### src/rtl/tfk_pkg.sv
package tfk_pkg;
  localparam int KEY_W   = 256;
  localparam int WORD_W  = 32;
  localparam int HALF_WD = KEY_W / (2 * WORD_W);

  typedef enum logic [1:0] {KL128 = 2'd0, KL192 = 2'd1, KL256 = 2'd2, KLBAD = 2'd3} klen_e;

  // nibble tables, entry i at bits [4i+3:4i]
  localparam logic [63:0] Q0_T0 = 64'h4ACE95B023F6D718;
  localparam logic [63:0] Q0_T1 = 64'hD9076A4F53218BCE;
  localparam logic [63:0] Q0_T2 = 64'h17423F8C09D6E5AB;
  localparam logic [63:0] Q0_T3 = 64'hAC5803B9E6214F7D;
  localparam logic [63:0] Q1_T0 = 64'h5CA04913E67FDB82;
  localparam logic [63:0] Q1_T1 = 64'h809F5AD673C4B2E1;
  localparam logic [63:0] Q1_T2 = 64'hF3B28DE0A96157C4;
  localparam logic [63:0] Q1_T3 = 64'hA802F746ED3C159B;

  function automatic logic [7:0] q_perm(input logic sel, input logic [7:0] x);
    logic [63:0] t0, t1, t2, t3;
    logic [3:0] a0, b0, a1, b1, a2, b2, a3, b3, a4, b4;
    t0 = sel ? Q1_T0 : Q0_T0;
    t1 = sel ? Q1_T1 : Q0_T1;
    t2 = sel ? Q1_T2 : Q0_T2;
    t3 = sel ? Q1_T3 : Q0_T3;
    a0 = x[7:4];
    b0 = x[3:0];
    a1 = a0 ^ b0;
    b1 = a0 ^ {b0[0], b0[3:1]} ^ {a0[0], 3'b000};
    a2 = t0[4*a1 +: 4];
    b2 = t1[4*b1 +: 4];
    a3 = a2 ^ b2;
    b3 = a2 ^ {b2[0], b2[3:1]} ^ {a2[0], 3'b000};
    a4 = t2[4*a3 +: 4];
    b4 = t3[4*b3 +: 4];
    return {b4, a4};
  endfunction

  function automatic logic [7:0] gf_mul(input logic [7:0] a, input logic [7:0] b);
    logic [7:0] acc, sh;
    acc = '0;
    sh  = a;
    for (int i = 0; i < 8; i++) begin
      if (b[i]) acc = acc ^ sh;
      sh = sh[7] ? ({sh[6:0], 1'b0} ^ 8'h69) : {sh[6:0], 1'b0};
    end
    return acc;
  endfunction

  // row r, column c at index 4r+c
  localparam logic [15:0][7:0] MDS_M = {
    8'h5B, 8'hEF, 8'h01, 8'hEF,
    8'hEF, 8'h01, 8'h5B, 8'hEF,
    8'h01, 8'hEF, 8'hEF, 8'h5B,
    8'h5B, 8'h5B, 8'hEF, 8'h01};
endpackage

### src/rtl/tfk_key_words.sv
module tfk_key_words
  import tfk_pkg::*;
(
  input  logic [KEY_W-1:0]                 key_be,
  output logic [HALF_WD-1:0][WORD_W-1:0]   even_w,
  output logic [HALF_WD-1:0][WORD_W-1:0]   odd_w
);
  localparam int NWORDS = KEY_W / WORD_W;
  localparam int NBYTES = WORD_W / 8;

  logic [NWORDS-1:0][WORD_W-1:0] word_le;

  for (genvar j = 0; j < NWORDS; j++) begin : g_word
    for (genvar i = 0; i < NBYTES; i++) begin : g_byte
      assign word_le[j][8*i +: 8] = key_be[KEY_W-1-8*(NBYTES*j+i) -: 8];
    end
  end

  for (genvar j = 0; j < HALF_WD; j++) begin : g_split
    assign even_w[j] = word_le[2*j];
    assign odd_w[j]  = word_le[2*j+1];
  end
endmodule

### src/rtl/tfk_h_unit.sv
module tfk_h_unit
  import tfk_pkg::*;
(
  input  logic [WORD_W-1:0]               x_in,
  input  logic [1:0]                      len_code,
  input  logic [HALF_WD-1:0][WORD_W-1:0]  lw,
  output logic [WORD_W-1:0]               h_out
);
  // bit j set selects q1 for byte lane j
  localparam logic [3:0] SEL_L3 = 4'b1001;
  localparam logic [3:0] SEL_L2 = 4'b0011;
  localparam logic [3:0] SEL_L1 = 4'b1010;
  localparam logic [3:0] SEL_L0 = 4'b1100;
  localparam logic [3:0] SEL_FN = 4'b0101;

  logic use_l3, use_l2;
  logic [3:0][7:0] y;

  assign use_l3 = (len_code == KL256);
  assign use_l2 = (len_code == KL256) || (len_code == KL192);

  for (genvar j = 0; j < 4; j++) begin : g_lane
    logic [7:0] s3, s2, s1, s0;
    assign s3   = use_l3 ? (q_perm(SEL_L3[j], x_in[8*j +: 8]) ^ lw[3][8*j +: 8]) : x_in[8*j +: 8];
    assign s2   = use_l2 ? (q_perm(SEL_L2[j], s3) ^ lw[2][8*j +: 8]) : s3;
    assign s1   = q_perm(SEL_L1[j], s2) ^ lw[1][8*j +: 8];
    assign s0   = q_perm(SEL_L0[j], s1) ^ lw[0][8*j +: 8];
    assign y[j] = q_perm(SEL_FN[j], s0);
  end

  always_comb begin
    for (int r = 0; r < 4; r++) begin
      h_out[8*r +: 8] = '0;
      for (int c = 0; c < 4; c++)
        h_out[8*r +: 8] = h_out[8*r +: 8] ^ gf_mul(MDS_M[4*r+c], y[c]);
    end
  end
endmodule

### src/rtl/tfk_pair_mix.sv
module tfk_pair_mix
  import tfk_pkg::*;
(
  input  logic [WORD_W-1:0] a_val,
  input  logic [WORD_W-1:0] h_odd,
  output logic [WORD_W-1:0] sk_even,
  output logic [WORD_W-1:0] sk_odd
);
  logic [WORD_W-1:0] b_rot, sum2;
  assign b_rot   = {h_odd[23:0], h_odd[31:24]};
  assign sk_even = a_val + b_rot;
  assign sum2    = a_val + {b_rot[30:0], 1'b0};
  assign sk_odd  = {sum2[22:0], sum2[31:23]};
endmodule

### src/rtl/tfk_subkey_gen.sv
module tfk_subkey_gen
  import tfk_pkg::*;
#(
  parameter int NPAIRS = 20,
  parameter int IDX_W  = $clog2(NPAIRS)
) (
  input  logic              clk,
  input  logic              rst,
  input  logic              start,
  input  logic              seq_mode,
  input  logic [1:0]        key_len,
  input  logic [IDX_W-1:0]  pair_sel,
  input  logic [KEY_W-1:0]  key,
  output logic [WORD_W-1:0] k_even,
  output logic [WORD_W-1:0] k_odd,
  output logic [IDX_W-1:0]  pair_out,
  output logic              valid,
  output logic              done
);
  localparam logic [IDX_W-1:0] LAST_PAIR = IDX_W'(NPAIRS - 1);

  logic                              busy, phase, seq_r;
  logic [1:0]                        len_r;
  logic [KEY_W-1:0]                  key_r;
  logic [IDX_W-1:0]                  pair_r;
  logic [WORD_W-1:0]                 a_r, h_val, mix_e, mix_o;
  logic [HALF_WD-1:0][WORD_W-1:0]    ev_w, od_w, sel_w;
  logic [7:0]                        idx_byte;
  logic                              accept;

  assign accept = !busy && start && (key_len != KLBAD) &&
                  (seq_mode || (pair_sel <= LAST_PAIR));

  tfk_key_words u_words (.key_be(key_r), .even_w(ev_w), .odd_w(od_w));

  assign idx_byte = 8'({pair_r, phase});
  assign sel_w    = phase ? od_w : ev_w;

  tfk_h_unit u_h (
    .x_in    ({4{idx_byte}}),
    .len_code(len_r),
    .lw      (sel_w),
    .h_out   (h_val)
  );

  tfk_pair_mix u_mix (.a_val(a_r), .h_odd(h_val), .sk_even(mix_e), .sk_odd(mix_o));

  always_ff @(posedge clk) begin
    if (rst) begin
      busy     <= 1'b0;
      phase    <= 1'b0;
      seq_r    <= 1'b0;
      len_r    <= KL128;
      key_r    <= '0;
      pair_r   <= '0;
      a_r      <= '0;
      k_even   <= '0;
      k_odd    <= '0;
      pair_out <= '0;
      valid    <= 1'b0;
      done     <= 1'b0;
    end else begin
      valid <= 1'b0;
      done  <= 1'b0;
      if (!busy) begin
        if (accept) begin
          busy   <= 1'b1;
          phase  <= 1'b0;
          seq_r  <= seq_mode;
          len_r  <= key_len;
          key_r  <= key;
          pair_r <= seq_mode ? '0 : pair_sel;
        end
      end else if (!phase) begin
        a_r   <= h_val;
        phase <= 1'b1;
      end else begin
        k_even   <= mix_e;
        k_odd    <= mix_o;
        pair_out <= pair_r;
        valid    <= 1'b1;
        phase    <= 1'b0;
        if (seq_r && (pair_r != LAST_PAIR)) begin
          pair_r <= pair_r + 1'b1;
        end else begin
          busy <= 1'b0;
          done <= 1'b1;
        end
      end
    end
  end
endmodule

### config.mk
export PLATFORM = sky130hd
export DESIGN_NAME = tfk_subkey_gen
export DESIGN_NICKNAME = d
export VERILOG_FILES = /design/src/rtl/tfk_pkg.sv /design/src/rtl/tfk_key_words.sv /design/src/rtl/tfk_h_unit.sv /design/src/rtl/tfk_pair_mix.sv /design/src/rtl/tfk_subkey_gen.sv
export SDC_FILE = /design/constraint.sdc
export NUM_CORES = 2
export LEC_CHECK = 0
export ABC_CLOCK_PERIOD_IN_PS = 36100
export BUFFER_PORTS_ARGS = -buffer_cell sky130_fd_sc_hd__buf_2
export CORE_MARGIN = 3
export CORE_UTILIZATION = 50
export DETAILED_ROUTE_END_ITERATION = 10
export PLACE_DENSITY = 0.65
export SYNTH_ARGS = -nofsm -noshare
export SYNTH_HDL_FRONTEND = slang
export SYNTH_HIERARCHICAL = 1
export SYNTH_SLANG_ARGS = --single-unit
### constraint.sdc
create_clock -name clk -period 36.1 [get_ports clk]
set_clock_uncertainty 0.1 [all_clocks]
set_input_delay 3.61 -clock clk [delete_from_list [all_inputs] [get_ports clk]]
set_output_delay 3.61 -clock clk [all_outputs]
set_load 0.005 [all_outputs]
==> Yosys cells after proc, flatten, opt, wreduce, memory -nomap -nowiden <==
Index checks and enable logic that the tools add are counted.
{ "op_classes": {"add_sub_neg": 3, "n_lt_le_gt_ge": 1, "n_eq_ne": 6, "shift": 72, "n_mux": 119, "bitwise": 219, "reduce_logical": 14} }
{ "ops": {"columns": ["cell", "count"], "rows": [
  ["variable part select 64 x 7 -> 4 bit (first input constant)", 72],
  ["XOR 4 bit", 103],
  ["2-to-1 mux 8 bit", 32],
  ["XOR 8 bit", 28],
  ["2-to-1 mux 128 bit", 1],
  ["2-to-1 mux 7 bit", 16],
  ["2-to-1 mux 5 bit", 17],
  ["2-to-1 mux 6 bit", 12],
  ["inverter 3 bit", 24],
  ["adder 32 bit", 2],
  ["2-to-1 mux 4 bit", 12],
  ["inverter 2 bit", 24],
  ["2-to-1 mux 3 bit", 12],
  ["inverter 1 bit (first input constant)", 28],
  ["inverter 6 bit", 4],
  ["inverter 4 -> 5 bit", 4],
  ["2-to-1 mux 1 bit", 13],
  ["2-to-1 mux 2 bit", 4],
  ["XOR 2 x 4 -> 4 bit", 2],
  ["AND reduction 2 bit", 3],
  ["adder 5 x 1 -> 5 bit (second input constant)", 1],
  ["<= comparator 5 bit (second input constant)", 1],
  ["!= test 5 bit (second input constant)", 1],
  ["logical AND 1 bit", 4],
  ["11 further kinds", 14]
]} }
{ "totals": {"regBits": 369, "inputBits": 267, "output_inout_bits": 71, "elab_cells": 446} }

==> Longest topological paths before layout <==
{ "logic_depth": {"word_depth": 54, "mapped_depth": 82, "depth_no_buf": 81} }

==> Cells and area by module <==
The synthesis kept the hierarchy.
{ "by_module_without_submodules": {"columns": ["module", "n_inst", "cells_per_inst", "area_per_inst_um2"], "rows": [
  ["tfk_h_unit", 1, 3090, 25384.3],
  ["tfk_subkey_gen", 1, 1763, 14316.2],
  ["tfk_pair_mix", 1, 456, 3238.1],
  ["tfk_key_words", 1, 256, 1921.8]
]} }

==> Worst setup path after synthesis <==
OpenSTA, ideal clock, no wires.
{ "synth_timing": {"kind": "register to register", "from": "reg pair_r[1]", "to": "reg k_odd[6]", "setup_ns": 0.070, "arrival_time_ns": 16.663, "t_required_ns": 35.930, "slack_ns": 19.266, "path_stages_with_launch": 71, "path_buffers": 1, "path_cell_list": "dfxtp_1 -> xor2_2 -> ha_1 -> mux4_2 -> xnor2_1 -> inv_2 -> ha_1 -> a21o_1 -> o22a_1 -> a211o_1 -> a31oi_1 -> inv_1 -> ha_1 -> nor4b_1 -> a211oi_2 -> xor2_1 -> inv_1 -> ha_1 -> (+35 left out) -> and2_1 -> buf_2 -> o22a_1 -> a21oi_1 -> xnor2_1 -> xnor3_1 -> ha_1 -> fa_1 -> a211oi_2 -> o21ai_1 -> a2111oi_2 -> nor2_1 -> a211oi_2 -> o31ai_1 -> a21oi_1 -> xnor2_1 -> nand2_1 -> a21oi_1"} }
{ "synth_via": {"elab_cells_between_ends": 364, "cone_classes": "add/sub: 1; shift: 72; mux: 104; bitwise: 187"} }
{ "synth_lines": {"columns": ["element", "line_no", "rtl"], "rows": [
  ["start, declared", "tfk_subkey_gen.sv:25", "logic [IDX_W-1:0] pair_r;"],
  ["start signal, assigned", "tfk_subkey_gen.sv:72", "pair_r <= seq_mode ? '0 : pair_sel;"],
  ["start signal, assigned", "tfk_subkey_gen.sv:84", "pair_r <= pair_r + 1'b1;"],
  ["XOR 2 x 4 -> 4 bit", "tfk_pkg.sv:28", "b1 = a0 ^ {b0[0], b0[3:1]} ^ {a0[0], 3'b000};"],
  ["XOR 4 bit", "tfk_pkg.sv:28", null],
  ["variable part select 64 x 7 -> 4 bit", "tfk_pkg.sv:30", "b2 = t1[4*b1 +: 4];"],
  ["XOR 4 bit (2 in a row)", "tfk_pkg.sv:32", "b3 = a2 ^ {b2[0], b2[3:1]} ^ {a2[0], 3'b000};"],
  ["variable part select 64 x 7 -> 4 bit", "tfk_pkg.sv:34", "b4 = t3[4*b3 +: 4];"],
  ["XOR 8 bit", "tfk_h_unit.sv:24", "assign s3 = use_l3 ? (q_perm(SEL_L3[j], x_in[8*j +: 8]) ^ lw[3][8*j +: 8]) : x_in[8*j +: 8];"],
  ["2-to-1 mux 8 bit", "tfk_h_unit.sv:24", null],
  ["XOR 4 bit (2 in a row)", "tfk_pkg.sv:28", null],
  ["(+32 left out)", null, null],
  ["2-to-1 mux 6 bit", "tfk_pkg.sv:43", "if (b[i]) acc = acc ^ sh;"],
  ["2-to-1 mux 7 bit", "tfk_pkg.sv:43", null],
  ["2-to-1 mux 8 bit", "tfk_pkg.sv:43", null],
  ["XOR 8 bit (2 in a row)", "tfk_h_unit.sv:35", "h_out[8*r +: 8] = h_out[8*r +: 8] ^ gf_mul(MDS_M[4*r+c], y[c]);"],
  ["XOR 8 bit *", "tfk_h_unit.sv:35", null],
  ["net h_val[24]", "tfk_subkey_gen.sv:26", "logic [WORD_W-1:0] a_r, h_val, mix_e, mix_o;"],
  ["adder 32 bit *", "tfk_pair_mix.sv:12", "assign sum2 = a_val + {b_rot[30:0], 1'b0};"],
  ["net mix_o[6]", "tfk_subkey_gen.sv:26", null],
  ["end signal, assigned", "tfk_subkey_gen.sv:79", "k_odd <= mix_o;"],
  ["end, declared", "tfk_subkey_gen.sv:15", "output logic [WORD_W-1:0] k_odd,"]
]} }
Mark *: on every way through the listed nets, which the timed path passes. The rest lies on a longest branch.
A chain may end at the register's enable or synchronous reset.

==> Worst setup path after layout <==
{ "layout_timing": {"from": "reg phase", "to": "reg k_odd[8]"} }
{ "layout_via": {"elab_chain_len": 51, "elab_cells_between_ends": 368, "cone_classes": "add/sub: 1; shift: 72; mux: 105; bitwise: 189; reduce/logical: 1"} }
{ "layout_lines": {"columns": ["element", "line_no", "rtl"], "rows": [
  ["start, declared", "tfk_subkey_gen.sv:22", "logic busy, phase, seq_r;"],
  ["start signal, assigned", "tfk_subkey_gen.sv:51", "phase <= 1'b0;"],
  ["start signal, assigned", "tfk_subkey_gen.sv:68", "phase <= 1'b0;"],
  ["start signal, assigned", "tfk_subkey_gen.sv:76", "phase <= 1'b1;"],
  ["XOR 2 x 4 -> 4 bit", "tfk_pkg.sv:28", null],
  ["XOR 4 bit", "tfk_pkg.sv:28", null],
  ["variable part select 64 x 7 -> 4 bit", "tfk_pkg.sv:30", null],
  ["XOR 4 bit (2 in a row)", "tfk_pkg.sv:32", null],
  ["variable part select 64 x 7 -> 4 bit", "tfk_pkg.sv:34", null],
  ["XOR 8 bit", "tfk_h_unit.sv:24", null],
  ["2-to-1 mux 8 bit", "tfk_h_unit.sv:24", null],
  ["XOR 4 bit (2 in a row)", "tfk_pkg.sv:28", null],
  ["(+34 left out)", null, null],
  ["2-to-1 mux 6 bit", "tfk_pkg.sv:43", null],
  ["2-to-1 mux 7 bit", "tfk_pkg.sv:43", null],
  ["2-to-1 mux 8 bit", "tfk_pkg.sv:43", null],
  ["XOR 8 bit (2 in a row)", "tfk_h_unit.sv:35", null],
  ["XOR 8 bit *", "tfk_h_unit.sv:35", null],
  ["net h_val[2]", "tfk_subkey_gen.sv:26", null],
  ["adder 32 bit *", "tfk_pair_mix.sv:12", null],
  ["net mix_o[8]", "tfk_subkey_gen.sv:26", null]
]} }
Marks and branches as above.

==> qor.tcl <==
set qor(run_status) {completed}
set qor(crit_path_max_incr_delay_ns) 0.68
set qor(worstMarginPinSlew_ns) 1.18
set qor(period_share) 0.563
set qor(synthToLayoutAreaGrowth_pct) 5.18
set qor(synth-edff-count) 0
set qor(crit_fanout) 87
set qor(postSynthRegisterBits) 369
set qor(final_common_cell) {sky130_fd_sc_hd__nand2_1}
set qor(start_util) 0.506
set qor(layoutNonFillerInstCount) 6759
set qor(die_area_sq_mm) 0.0934
set qor(rrSetupSlack_ns) 15.78
set qor(num_io_pins) 338
set qor(first_global_vias) 36205
set qor(detail-route-antenna-nets) 0
set qor(worstSkewPairLatency_ns) 0.63
set qor(track_usage) 0.252
set qor(port_buffers) 337
set qor(max-slew-margin-rel) 0.205
set qor(synth.top_cells.by_area) {sky130_fd_sc_hd__dfxtp_1, sky130_fd_sc_hd__ha_1, sky130_fd_sc_hd__nand2_1}
set qor(drv.max_cap_violation_count) 0
set qor(cts-htree-levels) 2
set qor(max_freq_mhz) 49.2
set qor(critPathBufInv) 9
set qor(total_wire_length_after_detailed_routing_um) 123000
set qor(final_max_slew_viols) 0
set qor(core_area_sq_mm) 0.0886
set qor(synth_ff_type) {sky130_fd_sc_hd__dfxtp_1}
set qor(placement.cell_area_sq_mm) 0.0455
set qor(detail_route.iter0.violations) 3192
set qor(route.detailed.drc) 0
set qor(layout_cell_area_excl_fill_sq_mm) 0.0472
set qor(rsz0062_at_grt) {no}
set qor(post_detail_place_hpwl_um) 95300
set qor(end_kind) {flip-flop}
set qor(detailedRoute.firstPassIterationCount) 6
set qor(grt_antenna_before_repair) 6
set qor(cts_tree) {done}
set qor(postSynth.asyncResetShare) 0
set qor(syn_inst) 5565
set qor(synth.cell_area_sq_mm) 0.0449
set qor(grt_start_max_net_pins) 137
set qor(tritoncts.num_buffers) 48
set qor(first_pass_grt_wire_length_um) 194000
set qor(timing.hold.ws_ns) 0.349
set qor(setup_viol) 0
set qor(netlist.area_leader.share) 0.165
set qor(yosysSeqAreaShare) 0.165
set qor(setup-tns-final_ns) 0
set qor(post_cts_setup_inserts) 0
set qor(cpMaxStageDelayCell) {sky130_fd_sc_hd__nor4_1}
set qor(critical_path_arrival_ns) 20.77
set qor(vias) 39043
set qor(worst_hold_path_type) {reg -> reg}
set qor(cts_resized) 0
set qor(clkSlewWorstSetupHoldPaths_ns) 0.06
set qor(longest_clk_path_bufs) 3
set qor(final_cell_mix) {sky130_fd_sc_hd__nand2_1, sky130_fd_sc_hd__a21oi_1, sky130_fd_sc_hd__dfxtp_1, sky130_fd_sc_hd__ha_1, sky130_fd_sc_hd__buf_2}
set qor(ys.warnings.count) 6
set qor(path_delay_family) {compound AO/OA/AOI/OAI gates}
set qor(synthDistinctLibCells) 145
set qor(routedWlPerCell_um) 18.2
set qor(cts_sinks) 369
set qor(gr-total-overflow) 0
set qor(yosys.area.top_type) {sky130_fd_sc_hd__dfxtp_1}
set qor(crit_type) {reg -> reg}
set qor(period_needed_ns) 20.32
set qor(die_height_um) 306
set qor(place_congestion) 0.943
set qor(placed_cells_incl_taps) 6667
set qor(detailed_route_vias_per_instance) 5.78
set qor(fp-row-count) 109
set qor(critPathMostFrequentCell) {sky130_fd_sc_hd__ha_1}
set qor(fp.dieW_um) 306
set qor(final_layout_size_suffix_gt1_frac) 0.152
set qor(holdBufCountCts) 0
set qor(startpoint_type) {flip-flop}
set qor(final_nets) 6159
set qor(cp.required_ns) 36.55
set qor(hold_viol_final) 0
set qor(postSynthAreaPerCell_sq_um) 8.06
set qor(clock-root-buffer) {sky130_fd_sc_hd__clkbuf_16}
-- Yosys cell counts, types with 49 or more instances --
cell type	count
sky130_fd_sc_hd__o21ai_0	107
sky130_fd_sc_hd__xnor3_1	55
sky130_fd_sc_hd__nand2_1	920
sky130_fd_sc_hd__mux2_1	114
sky130_fd_sc_hd__a21oi_1	514
sky130_fd_sc_hd__inv_1	241
sky130_fd_sc_hd__mux2_2	90
sky130_fd_sc_hd__ha_1	338
sky130_fd_sc_hd__mux2i_1	175
sky130_fd_sc_hd__nand2b_1	49
sky130_fd_sc_hd__nand3_1	120
sky130_fd_sc_hd__a21o_1	57
sky130_fd_sc_hd__o211ai_1	55
sky130_fd_sc_hd__clkbuf_1	94
sky130_fd_sc_hd__nor3_1	103
sky130_fd_sc_hd__a211oi_1	68
sky130_fd_sc_hd__dfxtp_1	369
sky130_fd_sc_hd__xor2_1	163
sky130_fd_sc_hd__and2_1	51
sky130_fd_sc_hd__buf_2	81
sky130_fd_sc_hd__nor2_1	221
sky130_fd_sc_hd__buf_4	262
sky130_fd_sc_hd__xnor2_1	300
-- logic make-up after synthesis --
logic type	synth area share
compound gates	0.202
buf+inv	0.0857
fa+ha+maj	0.0956
flops	0.165
xor+xnor	0.156
other cells	0.0000836
mux	0.112
simple gates	0.185
-- registers in the layout, indices dropped and copies added, names as in the netlist --
name / count
a_r: 32
busy: 1
done: 1
k_even: 32
k_odd: 32
key_r: 256
len_r: 2
pair_out: 5
pair_r: 5
phase: 1
seq_r: 1
valid: 1
-- per-layer routing --
metal  part of all wire  GRT usage  up-vias
li1                   -          -    19382
met1               0.47      0.356    18488
met2               0.44      0.402     1026
met3              0.060     0.0369      143
met4              0.022     0.0622        4
met5            0.00028          0        -
-- worst reg2reg max path: cells and delay by family (launching register included) --
kind / cells / cell delay, ns
compound gates: 22 / 6.17
xor+xnor: 10 / 3.49
fa+ha+maj: 9 / 2.74
buf+inv: 9 / 1.55
flops: 1 / 0.52
mux: 2 / 0.57
simple gates: 19 / 5.09
-- path summary, 6_finish.rpt --
path                   start  cells past startpoint    endpoint
setup / recovery       phase                     71    k_odd[8]
hold / removal    key_r[190]                      2  key_r[190]
setup reg to reg       phase                     71    k_odd[8]
hold reg to reg   key_r[190]                      2  key_r[190]
-- metrics by stage --
stage	setup slack [ns]	util
after floorplan	19.27	-
after global placement	16.58	0.513
after detailed placement	16.31	0.513
after CTS	16.22	0.532
after global routing	14.52	0.532
final	15.78	0.532
-- area by class of cell --
cell class / instances / area (sq um)
clock buffers: 61 / 1340
well taps: 1165 / 1460
clock inverters: 27 / 333
fillers: 8518 / 41500
repair buffers: 363 / 1900
diodes: 4 / 10.0
multi-input cells: 4508 / 33800
inverters: 262 / 986
flip-flops and latches: 369 / 7390
Power is left out: the tool's default activity adds up to more than one toggle a clock period on the data nets, which glitch-free logic cannot reach.
